## config.mk

```make
export PLATFORM = sky130hd
export DESIGN_NAME = pfd_dual_lock
export DESIGN_NICKNAME = d
export VERILOG_FILES = /design/src/rtl/pfd_pkg.sv /design/src/rtl/pfd_phase_core.sv /design/src/rtl/pfd_lock_track.sv /design/src/rtl/pfd_pump_map.sv /design/src/rtl/pfd_dual_lock.sv
export SDC_FILE = /design/constraint.sdc
export NUM_CORES = 1
export LEC_CHECK = 0
export CAP_MARGIN = 40
export CORE_UTILIZATION = 54
export CTS_CLUSTER_DIAMETER = 150
export CTS_CLUSTER_SIZE = 40
export DETAILED_ROUTE_END_ITERATION = 10
export PLACE_DENSITY = 0.87
export RECOVER_POWER = 50
export SYNTH_ARGS = -nofsm -noshare
export SYNTH_HDL_FRONTEND = slang
export SYNTH_SLANG_ARGS = --single-unit
```

## constraint.sdc

```tcl
create_clock -name clk -period 2 [get_ports clk]
set_input_delay 0.3 -clock clk [delete_from_list [all_inputs] [get_ports clk]]
set_output_delay 0.3 -clock clk [all_outputs]
set_load 0.005 [all_outputs]
```

## src/rtl/pfd_pkg.sv

```systemverilog
`timescale 1ns/1ps
package pfd_pkg;

    localparam int NSEC = 2;

    typedef enum logic [1:0] {
        PUMP_OFF  = 2'b00,
        PUMP_SINK = 2'b01,
        PUMP_SRC  = 2'b10,
        PUMP_BAL  = 2'b11
    } pump_e;

    typedef struct packed {
        logic up;      // reference edge pending
        logic dn;      // feedback edge pending
        logic cmp;     // first cycle with both pending
        logic single;  // exactly one pending
        logic capped;  // wake cap reached
    } pfd_flags_t;

    function automatic pump_e pump_code(input logic on, input logic fc,
                                        input pfd_flags_t f);
        pump_e code;
        if (!on)
            code = PUMP_OFF;
        else if (f.up && f.dn)
            code = PUMP_BAL;
        else if (f.capped)
            code = PUMP_OFF;
        else if (f.up)
            code = fc ? PUMP_SRC : PUMP_SINK;
        else if (f.dn)
            code = fc ? PUMP_SINK : PUMP_SRC;
        else
            code = PUMP_OFF;
        return code;
    endfunction

    function automatic logic mon_pick(input logic [NSEC-1:0] r,
                                      input logic [NSEC-1:0] f,
                                      input logic [1:0] sel);
        return sel[1] ? f[sel[0]] : r[sel[0]];
    endfunction

endpackage

```

## src/rtl/pfd_phase_core.sv

```systemverilog
`timescale 1ns/1ps
module pfd_phase_core
    import pfd_pkg::*;
#(
    parameter int RST_DLY  = 2,
    parameter int WAKE_CAP = 8,
    parameter int CW       = 4
) (
    input  logic          clk,
    input  logic          rst,
    input  logic          ref_in,
    input  logic          fb_in,
    input  logic          pwr_on,
    output pfd_flags_t    flags,
    output logic [CW-1:0] width
);
    localparam int RCW = (RST_DLY > 1) ? $clog2(RST_DLY) : 1;
    localparam logic [RCW-1:0] RC_LAST = RCW'(RST_DLY - 1);
    localparam logic [CW-1:0]  CAP_W   = CW'(WAKE_CAP);

    logic           ref_q, fb_q;
    logic           up_q, dn_q, first_q;
    logic [RCW-1:0] rc_q;
    logic [CW-1:0]  w_q;
    logic           ref_edge, fb_edge;

    assign ref_edge = ref_in & ~ref_q;
    assign fb_edge  = fb_in & ~fb_q;

    always_ff @(posedge clk) begin
        if (rst) begin
            ref_q   <= 1'b0;
            fb_q    <= 1'b0;
            up_q    <= 1'b0;
            dn_q    <= 1'b0;
            first_q <= 1'b1;
            rc_q    <= '0;
            w_q     <= '0;
        end else begin
            ref_q <= ref_in;
            fb_q  <= fb_in;
            if (!pwr_on) begin
                up_q    <= 1'b0;
                dn_q    <= 1'b0;
                first_q <= 1'b1;
                rc_q    <= '0;
                w_q     <= '0;
            end else if (up_q && dn_q) begin
                if (rc_q == '0)
                    first_q <= 1'b0;
                if (rc_q == RC_LAST) begin
                    up_q <= 1'b0;
                    dn_q <= 1'b0;
                    rc_q <= '0;
                    w_q  <= '0;
                end else begin
                    rc_q <= rc_q + RCW'(1);
                end
            end else begin
                if (up_q ^ dn_q)
                    w_q <= (w_q == '1) ? w_q : w_q + CW'(1);
                if (ref_edge)
                    up_q <= 1'b1;
                if (fb_edge)
                    dn_q <= 1'b1;
            end
        end
    end

    assign flags.up     = up_q;
    assign flags.dn     = dn_q;
    assign flags.cmp    = pwr_on & up_q & dn_q & (rc_q == '0);
    assign flags.single = up_q ^ dn_q;
    assign flags.capped = first_q & (w_q >= CAP_W);
    assign width        = w_q;

endmodule

```

## src/rtl/pfd_lock_track.sv

```systemverilog
`timescale 1ns/1ps
module pfd_lock_track #(
    parameter int TWU    = 4,
    parameter int TWL    = 2,
    parameter int LOCK_N = 3,
    parameter int CW     = 4
) (
    input  logic          clk,
    input  logic          rst,
    input  logic          pwr_on,
    input  logic          cmp,
    input  logic          single,
    input  logic [CW-1:0] width,
    output logic          locked
);
    localparam int GW = $clog2(LOCK_N + 1);

    logic [GW-1:0] good_q;
    logic          lock_q;
    logic          long_now;

    assign long_now = single && (int'(width) + 1 >= TWU);

    always_ff @(posedge clk) begin
        if (rst || !pwr_on) begin
            good_q <= '0;
            lock_q <= 1'b0;
        end else if (long_now) begin
            good_q <= '0;
            lock_q <= 1'b0;
        end else if (cmp) begin
            if (int'(width) >= TWU) begin
                good_q <= '0;
                lock_q <= 1'b0;
            end else if (int'(width) <= TWL) begin
                if (int'(good_q) < LOCK_N)
                    good_q <= good_q + GW'(1);
                if (int'(good_q) + 1 >= LOCK_N)
                    lock_q <= 1'b1;
            end else begin
                good_q <= '0;
            end
        end
    end

    assign locked = lock_q;

endmodule

```

## src/rtl/pfd_pump_map.sv

```systemverilog
`timescale 1ns/1ps
module pfd_pump_map
    import pfd_pkg::*;
(
    input  logic       pwr_on,
    input  logic       fc_pos,
    input  pfd_flags_t flags,
    output logic       src,
    output logic       snk
);
    pump_e code;

    always_comb begin
        code = pump_code(pwr_on, fc_pos, flags);
        src  = code[1];
        snk  = code[0];
    end

endmodule

```

## src/rtl/pfd_dual_lock.sv

```systemverilog
`timescale 1ns/1ps
module pfd_dual_lock
    import pfd_pkg::*;
#(
    parameter int RST_DLY  = 2,
    parameter int TWU      = 4,
    parameter int TWL      = 2,
    parameter int LOCK_N   = 3,
    parameter int WAKE_CAP = 8
) (
    input  logic       clk,
    input  logic       rst,
    input  logic [1:0] ref_in,
    input  logic [1:0] fb_in,
    input  logic [1:0] pwr_on,
    input  logic [1:0] fc_pos,
    input  logic       mon_en,
    input  logic [1:0] mon_sel,
    output logic [1:0] pump_src,
    output logic [1:0] pump_snk,
    output logic       ld_mon
);
    localparam int CMAX = (TWU > WAKE_CAP) ? TWU : WAKE_CAP;
    localparam int CW   = $clog2(CMAX + 2);

    pfd_flags_t        flags [NSEC];
    logic [CW-1:0]     width [NSEC];
    logic [NSEC-1:0]   locked;
    logic              pin_q;

    for (genvar s = 0; s < NSEC; s++) begin : g_sec
        pfd_phase_core #(
            .RST_DLY (RST_DLY),
            .WAKE_CAP(WAKE_CAP),
            .CW      (CW)
        ) u_core (
            .clk   (clk),
            .rst   (rst),
            .ref_in(ref_in[s]),
            .fb_in (fb_in[s]),
            .pwr_on(pwr_on[s]),
            .flags (flags[s]),
            .width (width[s])
        );

        pfd_lock_track #(
            .TWU   (TWU),
            .TWL   (TWL),
            .LOCK_N(LOCK_N),
            .CW    (CW)
        ) u_lock (
            .clk   (clk),
            .rst   (rst),
            .pwr_on(pwr_on[s]),
            .cmp   (flags[s].cmp),
            .single(flags[s].single),
            .width (width[s]),
            .locked(locked[s])
        );

        pfd_pump_map u_pump (
            .pwr_on(pwr_on[s]),
            .fc_pos(fc_pos[s]),
            .flags (flags[s]),
            .src   (pump_src[s]),
            .snk   (pump_snk[s])
        );
    end

    always_ff @(posedge clk) begin
        if (rst)
            pin_q <= 1'b0;
        else if (mon_en)
            pin_q <= mon_pick(ref_in, fb_in, mon_sel);
        else
            pin_q <= &(locked | ~pwr_on);
    end

    assign ld_mon = pin_q;

endmodule

```

==> impl_metrics.env <==
export IMPL_crit_slowest_cell="dfxtp_4"
export IMPL_path_cells="buf_4, mux2_2, a21oi_2, o21a_1, dlygate4sd2_1"
export IMPL_grt_pass1_vias=1231
export IMPL_yosysTopAreaCellShare=0.3609
export IMPL_die_w_um=54.67
export IMPL_ys_top_cells_by_area="dfxtp_1, ha_1, a21oi_1"
export IMPL_crit_start="g_sec[1].u_core.up_q$_SDFFE_PP0P_"
export IMPL_worstPathArrival_ns=1.63
export IMPL_track_usage=0.2494
export IMPL_ios=18
export IMPL_cts_root_buffer="clkbuf_4"
export IMPL_row_count=18
export IMPL_syn2layout_area_growth_pct=16.21
export IMPL_routed_via_density=5.739
export IMPL_numPortBuffers=17
export IMPL_p_per_area_nw_per_um2=522.3
export IMPL_r2r_start="g_sec[0].u_core.up_q$_SDFFE_PP0P_"
export IMPL_rsz0062_at_grt="no"
export IMPL_synth_top_cell_by_area="dfxtp_1"
export IMPL_dpl_cell_count=215
export IMPL_synth_edff_count=0
export IMPL_grt_max_degree=15
export IMPL_path_max_fanout=5
export IMPL_yosysUniqueCellTypes=37
export IMPL_clock_sinks=27
export IMPL_fp_dieH_um=54.67
export IMPL_cap_violations=0
export IMPL_drt_iter0_markers=26
export IMPL_first_pass_iters=4
export IMPL_design_area_um2=1740
export IMPL_netlist_instances=173
export IMPL_total_power_mw=0.9091
export IMPL_final_cell_mix="dfxtp_1, nor2_1, nand2_1, a21oi_1, ha_1"
export IMPL_grt_pass1_wl_um=5306
export IMPL_clk_path_buf_depth=2
export IMPL_drcViolationCount=0
export IMPL_dieArea_um2=2988
export IMPL_ys_warn_count=0
export IMPL_hold_viol=0
export IMPL_wl_per_cell_um=13.63
export IMPL_synth_sequential_area_ratio=0.3609
export IMPL_ir_drop_uv=517.9
export IMPL_fin_nets=218
export IMPL_yosys_most_used_dff="dfxtp_1"
export IMPL_htree_levels=1
export IMPL_path_buf_inv=2
export IMPL_tightest_slew_ns=0.3712
export IMPL_clk_pin_slew_ns=0.14
export IMPL_drive_gt1_frac=0.1146
export IMPL_hp_class="reg -> reg"
export IMPL_setup_viol=0
export IMPL_period_minus_slack_ns=1.926
export IMPL_antenna_left=0
export IMPL_ys_async_sr_fraction=0
export IMPL_hold_path_startpoint="g_sec[0].u_core.first_q$_SDFFE_PP1P_"
export IMPL_post_route_period_util=0.9631
export IMPL_final_common_cell="dfxtp_1"
export IMPL_avgSynthCellArea_um2=8.657
export IMPL_postRouteWirelength_um=3026
export IMPL_core_um2=2545
export IMPL_crit_type="reg -> out"
export IMPL_initial_core_util=0.5885
export IMPL_antenna_cells=0
export IMPL_ys_ff_latch=27
export IMPL_slew_violations=0
export IMPL_placed_area_um2=1678
export IMPL_finalSetupTns_ns=0
export IMPL_syn_num_nets=198
export IMPL_synth_area_um2=1498
export IMPL_max_slew_margin=0.7510
export IMPL_antenna_found_initial=0
export IMPL_gp_congestion=0.8020
export IMPL_cp_start_kind="flop"
export IMPL_cts_buffers=3
export IMPL_dr_total_vias=1274
export IMPL_finClkSkew_ns=0.0009799
export IMPL_cts_tree="built"
export IMPL_slowest_delay_ns=0.41
export IMPL_status="finished, final reports clean"
export IMPL_end_kind="output pin"
export IMPL_clock_fmax_ghz=0.5192
export IMPL_leakagePower_nw=0.6973
export IMPL_fin_cells=222
export IMPL_dp_hpwl_um=2268
export IMPL_overflow=0
export IMPL_required_ns=1.70
export IMPL_worstSkewPairLatency_ns=0.32
export IMPL_cpLargestDelayFamily="flip-flops"
export IMPL_worst_hold_slack_ns=0.5081
[layout make-up]
class | count | area, µm²
fill | 201 | 804.5
inverter | 10 | 37.54
sequential | 27 | 548.0
timing repair buffer | 22 | 200.2
tap | 30 | 37.54
multi-input combinational | 129 | 890.9
clock buffer | 4 | 26.28
[synth_stat cells (6+ instances only)]
cell / number
ha_1: 12
a21oi_1: 16
nand2_1: 15
dfxtp_1: 27
nor2b_1: 7
o21a_1: 6
nand3_1: 7
nor3b_1: 7
inv_1: 10
nand2b_1: 8
nor2_1: 16
[routing by layer]
layer  share of wire  track usage
met3           0.036      0.02500
met4          0.0089       0.1026
met2            0.52       0.4498
met1            0.43       0.2953
met5               0            0
[path summary, 6_finish.rpt]
| check | cells past startpoint | slack [ns] | endpoint |
|---|---|---|---|
| min | 2 | 0.51 | g_sec[0].u_core.first_q$_SDFFE_PP1P_ |
| min reg2reg | 2 | 0.51 | g_sec[0].u_core.first_q$_SDFFE_PP1P_ |
| max reg2reg | 6 | 0.35 | g_sec[0].u_core.width[0]$_SDFFE_PP0P_ |
| max | 5 | 0.07 | pump_snk[1] |
[power by group]
group	switching [mW]	internal, mW	total (mW)
Sequential	0.0110	0.549	0.560
Clock	0.159	0.0781	0.237
Combinational	0.0504	0.0622	0.113
Total	0.220	0.689	0.909
[worst register-to-register path: stages, from the launching register on]
cell	delay, ns
dfxtp_1	0.44
clkbuf_4	0.17
ha_1	0.25
and2b_1	0.22
nand2_1	0.12
mux2_2	0.34
nor2_1	0.08
[cells by family (layout without fill, tap and decap cells)]
family	after synthesis	after routing	share of synthesized area
simple gates	73	73	0.2707
compound gates	38	38	0.1637
flops	27	27	0.3609
buf+inv	17	36	0.05347
fa+ha+maj	12	12	0.1002
mux	5	5	0.04511
xor+xnor	1	1	0.005849
[flip-flops by register name, indices dropped and copies added, names as in the netlist]
signal / flops
g_sec.u_lock.good_q: 4
g_sec.u_core.up_q: 2
g_sec.u_lock.locked: 2
ld_mon: 1
g_sec.u_core.dn_q: 2
g_sec.u_core.width: 8
g_sec.u_core.ref_q: 2
g_sec.u_core.rc_q: 2
g_sec.u_core.first_q: 2
g_sec.u_core.fb_q: 2
[repair_timing]
action / CTS / global route
cloned: 0 / 0
buffers inserted: 3 / 0
endpoints found under the setup margin: 4 / 1
hold buffers: 0 / 0
gates resized for setup: 15 / 3
[per-stage QoR]
| stage | setup WS (ns) | utilization |
|---|---|---|
| 3_5_place_dp | -0.1939 | 0.6593 |
| 4_1_cts | 0.02321 | 0.6853 |
| 2_1_floorplan | 0.5370 | - |
| 3_3_place_gp | -0.1287 | 0.6593 |
| 6_report | 0.07378 | 0.6839 |
| 5_1_grt | 0.01808 | 0.6839 |
Note: power is estimated with default switching activity, not from simulation.
